<file path="config.mk">
export PLATFORM = sky130hd
export DESIGN_NAME = serial_arith_node
export DESIGN_NICKNAME = d
export VERILOG_FILES = /design/src/rtl/serial_node_pkg.sv /design/src/rtl/node_deser.sv /design/src/rtl/node_serial_mul.sv /design/src/rtl/node_serializer.sv /design/src/rtl/serial_arith_node.sv
export SDC_FILE = /design/constraint.sdc
export NUM_CORES = 1
export LEC_CHECK = 0
export CAP_MARGIN = 0
export CORE_UTILIZATION = 59
export CTS_BUF_LIST = sky130_fd_sc_hd__clkbuf_4
export DETAILED_ROUTE_END_ITERATION = 10
export GPL_TIMING_DRIVEN = 0
export PLACE_DENSITY = 0.79
export RECOVER_POWER = 100
export SYNTH_ARGS = -nofsm -noshare
export SYNTH_HDL_FRONTEND = slang
export SYNTH_SLANG_ARGS = --single-unit
</file>
<file path="constraint.sdc">
create_clock -name clk -period 4.1 [get_ports clk]
set_input_delay 0.41 -clock clk [delete_from_list [all_inputs] [get_ports clk]]
set_output_delay 0.41 -clock clk [all_outputs]
set_load 0.01 [all_outputs]
</file>
<file path="src/rtl/serial_node_pkg.sv">
// Shared width and operation codes for the bit-serial tree node.
// Assumes every tree node in the pipeline uses the same word width.
package serial_node_pkg;
    localparam int NODE_W = 16;
    localparam int OP_W   = 3;

    typedef enum logic [OP_W-1:0] {
        OP_ADD   = 3'd0,
        OP_SUB   = 3'd1,
        OP_MUL   = 3'd2,
        OP_CONST = 3'd3,
        OP_VAR   = 3'd4
    } node_op_e;
endpackage

</file>
<file path="src/rtl/node_deser.sv">
// Serial-to-parallel capture for LANES serial lanes sharing one frame strobe.
// Also latches a parallel sideband word in the cycle that carries the last bit.
// Assumes a frame strobe never arrives while a word is still being received.
module node_deser #(
    parameter int W      = 16,
    parameter int LANES  = 3,
    parameter int SIDE_W = 19
) (
    input  logic                      clk,
    input  logic                      rst_n,
    input  logic                      frame_i,
    input  logic [LANES-1:0]          bits_i,
    input  logic [SIDE_W-1:0]         side_i,
    output logic [LANES-1:0][W-1:0]   words_o,
    output logic [SIDE_W-1:0]         side_o,
    output logic                      cap_o
);
    localparam int IDX_W = $clog2(W);
    localparam logic [IDX_W-1:0] LAST_IDX = IDX_W'(W - 1);

    logic [IDX_W-1:0] idx_q;
    logic             run_q;
    logic             active;
    logic [IDX_W-1:0] cur_idx;
    logic             last_bit;

    // Current bit position: a strobe restarts at bit 0
    always_comb begin
        active   = frame_i | run_q;
        cur_idx  = frame_i ? '0 : idx_q;
        last_bit = active && (cur_idx == LAST_IDX);
    end

    // Bit counter and running flag for the word in flight
    always_ff @(posedge clk) begin
        if (!rst_n) begin
            idx_q <= '0;
            run_q <= 1'b0;
        end else begin
            idx_q <= active ? cur_idx + 1'b1 : '0;
            run_q <= active && !last_bit;
        end
    end

    // Capture pulse, one cycle after the last bit has been taken
    always_ff @(posedge clk) begin
        if (!rst_n) begin
            cap_o  <= 1'b0;
            side_o <= '0;
        end else begin
            cap_o <= last_bit;
            if (last_bit) side_o <= side_i;
        end
    end

    for (genvar g = 0; g < LANES; g++) begin : g_lane
        logic [W-1:0] sr_q;
        // Shift each lane in LSB first and publish the full word on the last bit
        always_ff @(posedge clk) begin
            if (!rst_n) begin
                sr_q       <= '0;
                words_o[g] <= '0;
            end else if (active) begin
                sr_q <= {bits_i[g], sr_q[W-1:1]};
                if (last_bit) words_o[g] <= {bits_i[g], sr_q[W-1:1]};
            end
        end
    end

    AST_CAP_ISOLATED: assert property (@(posedge clk) disable iff (!rst_n)
        cap_o |=> !cap_o);
endmodule

</file>
<file path="src/rtl/node_serial_mul.sv">
// Shift-and-add signed multiplier, one multiplier bit per clock (W steps).
// The top bit of the multiplier has negative weight, so the product is two's complement.
// A new start may coincide with the final step; the final sum is then taken from prod_hi_o.
module node_serial_mul #(
    parameter int W = 16
) (
    input  logic          clk,
    input  logic          rst_n,
    input  logic          start_i,
    input  logic [W-1:0]  a_i,
    input  logic [W-1:0]  b_i,
    output logic          done_o,
    output logic [W-1:0]  prod_hi_o
);
    localparam int PW     = 2 * W;
    localparam int STEP_W = $clog2(W);
    localparam logic [STEP_W-1:0] LAST_STEP = STEP_W'(W - 1);

    logic [PW-1:0]     mcand_q;
    logic [W-1:0]      mplier_q;
    logic [PW-1:0]     acc_q;
    logic [STEP_W-1:0] step_q;
    logic              busy_q;
    logic              last_step;
    logic [PW-1:0]     addend;
    logic [PW-1:0]     acc_next;

    // Partial product for this step; the sign bit step subtracts
    always_comb begin
        last_step = (step_q == LAST_STEP);
        addend    = mplier_q[0] ? mcand_q : '0;
        acc_next  = last_step ? acc_q - addend : acc_q + addend;
        done_o    = busy_q && last_step;
        prod_hi_o = acc_next[PW-1:W];
    end

    // Load operands on start, otherwise advance one multiplier bit
    always_ff @(posedge clk) begin
        if (!rst_n) begin
            mcand_q  <= '0;
            mplier_q <= '0;
            acc_q    <= '0;
            step_q   <= '0;
            busy_q   <= 1'b0;
        end else if (start_i) begin
            mcand_q  <= {{W{a_i[W-1]}}, a_i};
            mplier_q <= b_i;
            acc_q    <= '0;
            step_q   <= '0;
            busy_q   <= 1'b1;
        end else if (busy_q) begin
            mcand_q  <= mcand_q << 1;
            mplier_q <= mplier_q >> 1;
            acc_q    <= acc_next;
            step_q   <= step_q + 1'b1;
            if (last_step) busy_q <= 1'b0;
        end
    end

    AST_MUL_NO_OVERRUN: assert property (@(posedge clk) disable iff (!rst_n)
        start_i |-> (!busy_q || last_step));
    AST_MUL_DONE_ISOLATED: assert property (@(posedge clk) disable iff (!rst_n)
        done_o |=> !done_o);
endmodule

</file>
<file path="src/rtl/node_serializer.sv">
// Parallel-to-serial result shifter, LSB first, with a bit-0 strobe.
// Shifts in zeros, so the line is quiet once a word has left.
module node_serializer #(
    parameter int W = 16
) (
    input  logic          clk,
    input  logic          rst_n,
    input  logic          load_i,
    input  logic [W-1:0]  word_i,
    output logic          bit_o,
    output logic          frame_o
);
    logic [W-1:0] sr_q;

    // Load a result word or shift the previous one out
    always_ff @(posedge clk) begin
        if (!rst_n) begin
            sr_q    <= '0;
            frame_o <= 1'b0;
        end else begin
            sr_q    <= load_i ? word_i : (sr_q >> 1);
            frame_o <= load_i;
        end
    end

    assign bit_o = sr_q[0];

    AST_OUT_FRAME_ISOLATED: assert property (@(posedge clk) disable iff (!rst_n)
        frame_o |=> !frame_o);
endmodule

</file>
<file path="src/rtl/serial_arith_node.sv">
// One function or terminal node of a bit-serial regression tree.
// Captures A, B and the variable word, then runs the serial multiplier for every op
// so that all codes see the same 33-cycle latency; a one-stage result register
// pads the path to that length. Assumes frame strobes are at least W cycles apart.
module serial_arith_node
    import serial_node_pkg::*;
#(
    parameter int W = NODE_W
) (
    input  logic            clk,
    input  logic            rst_n,
    input  logic            frame_i,
    input  logic            a_bit_i,
    input  logic            b_bit_i,
    input  logic            var_bit_i,
    input  logic [OP_W-1:0] cfg_op_i,
    input  logic [W-1:0]    cfg_const_i,
    output logic            res_bit_o,
    output logic            res_frame_o
);
    localparam int LANES  = 3;
    localparam int SIDE_W = OP_W + W;

    logic [LANES-1:0][W-1:0] words;
    logic [SIDE_W-1:0]       side_cap;
    logic                    cap;
    logic                    mul_done;
    logic [W-1:0]            mul_hi;

    logic [W-1:0]    opa_q, opb_q, var_q, const_q;
    logic [OP_W-1:0] op_q;
    logic [W-1:0]    res_sel;
    logic [W-1:0]    res_q;
    logic            res_vld_q;

    node_deser #(.W(W), .LANES(LANES), .SIDE_W(SIDE_W)) deser_i (
        .clk     (clk),
        .rst_n   (rst_n),
        .frame_i (frame_i),
        .bits_i  ({var_bit_i, b_bit_i, a_bit_i}),
        .side_i  ({cfg_op_i, cfg_const_i}),
        .words_o (words),
        .side_o  (side_cap),
        .cap_o   (cap)
    );

    node_serial_mul #(.W(W)) mul_i (
        .clk       (clk),
        .rst_n     (rst_n),
        .start_i   (cap),
        .a_i       (words[0]),
        .b_i       (words[1]),
        .done_o    (mul_done),
        .prod_hi_o (mul_hi)
    );

    // Hold this word's operands and configuration while the multiplier runs
    always_ff @(posedge clk) begin
        if (!rst_n) begin
            opa_q   <= '0;
            opb_q   <= '0;
            var_q   <= '0;
            const_q <= '0;
            op_q    <= '0;
        end else if (cap) begin
            opa_q   <= words[0];
            opb_q   <= words[1];
            var_q   <= words[2];
            const_q <= side_cap[W-1:0];
            op_q    <= side_cap[SIDE_W-1:W];
        end
    end

    // Pick the node output by op code
    always_comb begin
        case (op_q)
            OP_ADD:   res_sel = opa_q + opb_q;
            OP_SUB:   res_sel = opa_q - opb_q;
            OP_MUL:   res_sel = mul_hi;
            OP_CONST: res_sel = const_q;
            OP_VAR:   res_sel = var_q;
            default:  res_sel = '0;
        endcase
    end

    // Latency padding stage between the multiplier finish and the serializer
    always_ff @(posedge clk) begin
        if (!rst_n) begin
            res_q     <= '0;
            res_vld_q <= 1'b0;
        end else begin
            res_vld_q <= mul_done;
            if (mul_done) res_q <= res_sel;
        end
    end

    node_serializer #(.W(W)) ser_i (
        .clk     (clk),
        .rst_n   (rst_n),
        .load_i  (res_vld_q),
        .word_i  (res_q),
        .bit_o   (res_bit_o),
        .frame_o (res_frame_o)
    );

    AST_RESULT_NOT_BEFORE_CAPTURE: assert property (@(posedge clk) disable iff (!rst_n)
        cap |-> !res_vld_q);
endmodule

</file>
==> out/qor.txt <==
status: completed
worst-skew pair later-pin latency: 0.75 ns
CP arrival: 4.62 ns
Power Dens Cells: 329 mW/mm2
Core Area: 0.0245 mm2
hold buffer count at CTS: 0
Hold Vio Cnt, Final: 0
Starting DRT DRC Count: 1027
Clock Skew: 0.0472 ns
post-synthesis cell area: 0.0149 mm2
CTS root buf: clkbuf_4
Data required, critical path: 4.70 ns
slowest CP cell: or4b_4
worst slack, placed: -1.35 ns
drt first pass iters: 8
Slew Viols, Final: 0
minimum clock period: 4.02 ns
Sink Count: 304
FMAX: 0.249 GHz
Yosys top cell area share: 0.409
Avg Inst Size Synth: 7.99 um2
drt wl/cell: 18.3 um
largest cells by area after synthesis: dfxtp_1, nand2_1, a21oi_1, mux2i_1, ha_1
gr usage total: 0.327
Die Y-Extent: 161 um
setup TNS: 0 ns
largest family of logic cells by synthesized area: simple AND/OR/NAND/NOR gates
Detail Route Antenna Nets: 0
vias: 13994
FF+latch count, synth: 304
startpoint types: flop
Slew headroom: 0.413
I/O Buffers: 26
clock tree buffer depth: 3
DRC errors left: 0
Synth Area in Adders: 0.0448
die outline width: 161 um
initial antenna violation count: 1
post-synth cell types: 70
Pleak: 6.17 nW
CP endpoint kind: flop
FP Rows: 57
first-pass GRT wire length: 67300 um
Multi-input gate area: 0.00871 mm2
placed cell count: 2211
Setup-failing EPs final: 0
Filler Cell Count: 2043
Sequential Area: 0.00609 mm2
vias per cell: 5.96
Cell Chain, Critical Path: or4b_4, or2_4, nand2_4, xnor2_2, nand2_2, ha_4, buf_4, a31oi_2, o211ai_1, or4_4, a31oi_4, xnor2_4, a222oi_1, o21ai_1
Post-Syn Instances: 1861
DP HPWL: 31200 um
share of cells above drive strength 1: 0.127
TritonCTS buffer count: 81
Top FF cell, synth: dfxtp_1
area leader, netlist: dfxtp_1
mux contribution to synthesized area: 0.0772
Slew @ Worst Pin: 0.881 ns
PnR worst setup slack: 0.0828 ns
Crit Path Class: flop to flop
vias in the first global route: 13102
die area: 0.0258 mm2
CTS tree: yes
asr flop ratio synth: 0
gr ovfl total: 0
Starting Density: 0.606
period utilization: 0.980
Crit Path Max Fanout: 5
final cell count without fillers: 2349
Synth Area in Compound Gates: 0.183
Yosys Warn Count: 0
crit-path max cell delay: 0.62 ns
largest net degree at the start of global routing: 14
Post-synth EDFFs: 0
post-synthesis xor/xnor area fraction: 0.0359
Routability Congestion: 0.959
cell family with most CP delay: simple AND/OR/NAND/NOR gates
WP buf/inv: 1
worst vdd ir: 289 uV
nets: 2052
Worst-path clk slew: 0.08 ns
number of H-tree levels: 3
min-delay worst type: input pin to flop
Syn Nets: 1938
max_cap viols: 0
Total Wirelength: 42900 um
Simple-Gate Fraction of Synth Area: 0.213
I/O pin count: 27
sequential share of the synthesized area: 0.409
Layout area overhead: 14.8%
==> area by class of cell <==
class | instances | area share
Multi-Input combinational cell | 1412 | 0.510
Sequential cell | 304 | 0.357
Clock buffer | 109 | 0.0480
Buffer | 110 | 0.0261
Tap cell | 324 | 0.0238
Timing Repair Buffer | 41 | 0.0219
Clock inverter | 23 | 0.00697
Inverter | 25 | 0.00550
Antenna cell | 1 | 0.000147
==> per-stage QoR <==
stage	power [mW]	hold slack [ns]	cell area, um2	utilization
floorplan	3.09	0.432	14900	-
finish	5.61	0.238	17100	0.695
detailed placement	3.15	0.444	15500	0.633
global route	5.80	0.236	17100	0.695
CTS	5.64	0.199	16800	0.683
global placement	3.15	0.442	15500	0.633
==> power breakdown <==
group          switching (mW)  leakage, nW  total, mW  internal (mW)
clock                    1.28        0.557       2.52           1.24
combinational          0.0913         3.16      0.126         0.0347
sequential            0.00544         2.45       2.96           2.96
total                    1.38         6.17       5.61           4.23
==> metal layers <==
layer | track usage | vias to the layer above | routed length (um) | part of all wire
li1 | - | 6750 | - | -
met1 | 0.407 | 6560 | 17700 | 0.41
met2 | 0.538 | 542 | 20000 | 0.46
met3 | 0.0612 | 142 | 3220 | 0.075
met4 | 0.173 | 0 | 2070 | 0.048
met5 | 0 | - | 0 | 0
==> worst paths after layout <==
path	slack, ns	endpoint	depth (start not counted)	start
setup / recovery	0.08	res_q[4]	14	mul_i.mcand_q[0]
hold / removal	0.24	deser_i.side_o[4]	3	cfg_const_i[4]
setup reg to reg	0.08	res_q[4]	14	mul_i.mcand_q[0]
hold reg to reg	0.45	deser_i.g_lane[1].sr_q[1]	2	deser_i.g_lane[1].sr_q[1]
==> cell families after synthesis <==
logic type	count (synthesis)
AOI/OAI and AO/OA	461
xor gates and xnor gates	61
adders and majority gates	52
buffers and inverters	145
DFF	304
muxes	111
and+or+nand+nor	727
==> synth_stat cells, types with 13 or more instances <==
library cell / count
nor2_1: 122
xnor2_1: 37
buf_1: 21
xor2_1: 24
or3_1: 13
mux2i_1: 82
dfxtp_1: 304
o211ai_1: 15
nand3_1: 47
nor3_1: 26
a21o_1: 21
a21oi_1: 262
ha_1: 50
o21ai_0: 53
clkbuf_1: 98
mux2_2: 29
and3_1: 14
inv_1: 23
nand2_1: 423
==> repair_timing <==
action                     CTS  global route
setup buffers                7             8
pin swaps                    8            22
resized for setup           57            62
setup endpoints to repair   41            32
==> flip-flops by register name, indices dropped and copies added, names as in the netlist, 19 cells and up <==
name,cells
deser_i.words_o,48
mul_i.acc_q,32
deser_i.g_lane.sr_q,45
mul_i.mcand_q,32
deser_i.side_o,19
==> worst reg2reg max path: stages, from the launching register on <==
cell and delay, ns:
dfxtp_1 0.38, or4b_4 0.63, or2_4 0.31, nand2_4 0.09, xnor2_2 0.11, nand2_2 0.10, ha_4 0.28, buf_4 0.14
a31oi_2 0.20, o211ai_1 0.13, or4_4 0.61, a31oi_4 0.28, xnor2_4 0.13, a222oi_1 0.39, o21ai_1 0.12
==> cells in the final DEF, fill, tap and decap left out, drive strengths merged, types with 6 or more instances in the layout <==
cell type,Yosys,final
xor2,24,24
a21o,21,21
nand2,423,423
o21a,12,12
a31oi,12,12
nand4,10,10
a21oi,262,262
o31ai,10,10
clkinv,0,20
or2,8,8
nand2b,8,8
nor4,9,9
a21boi,6,6
nor3,26,26
dfxtp,304,304
nand3,47,47
clkdlybuf4s50,0,23
nor2b,11,11
mux2i,82,82
mux2,29,29
nor2,122,122
inv,25,27
o21ai,55,55
and3,14,14
ha,50,50
xnor2,37,37
clkbuf,98,208
nand3b,7,7
or3,14,14
buf,22,26
and2,13,13
o211ai,15,15
a211oi,12,12
Note: power is estimated with default switching activity, not from simulation.
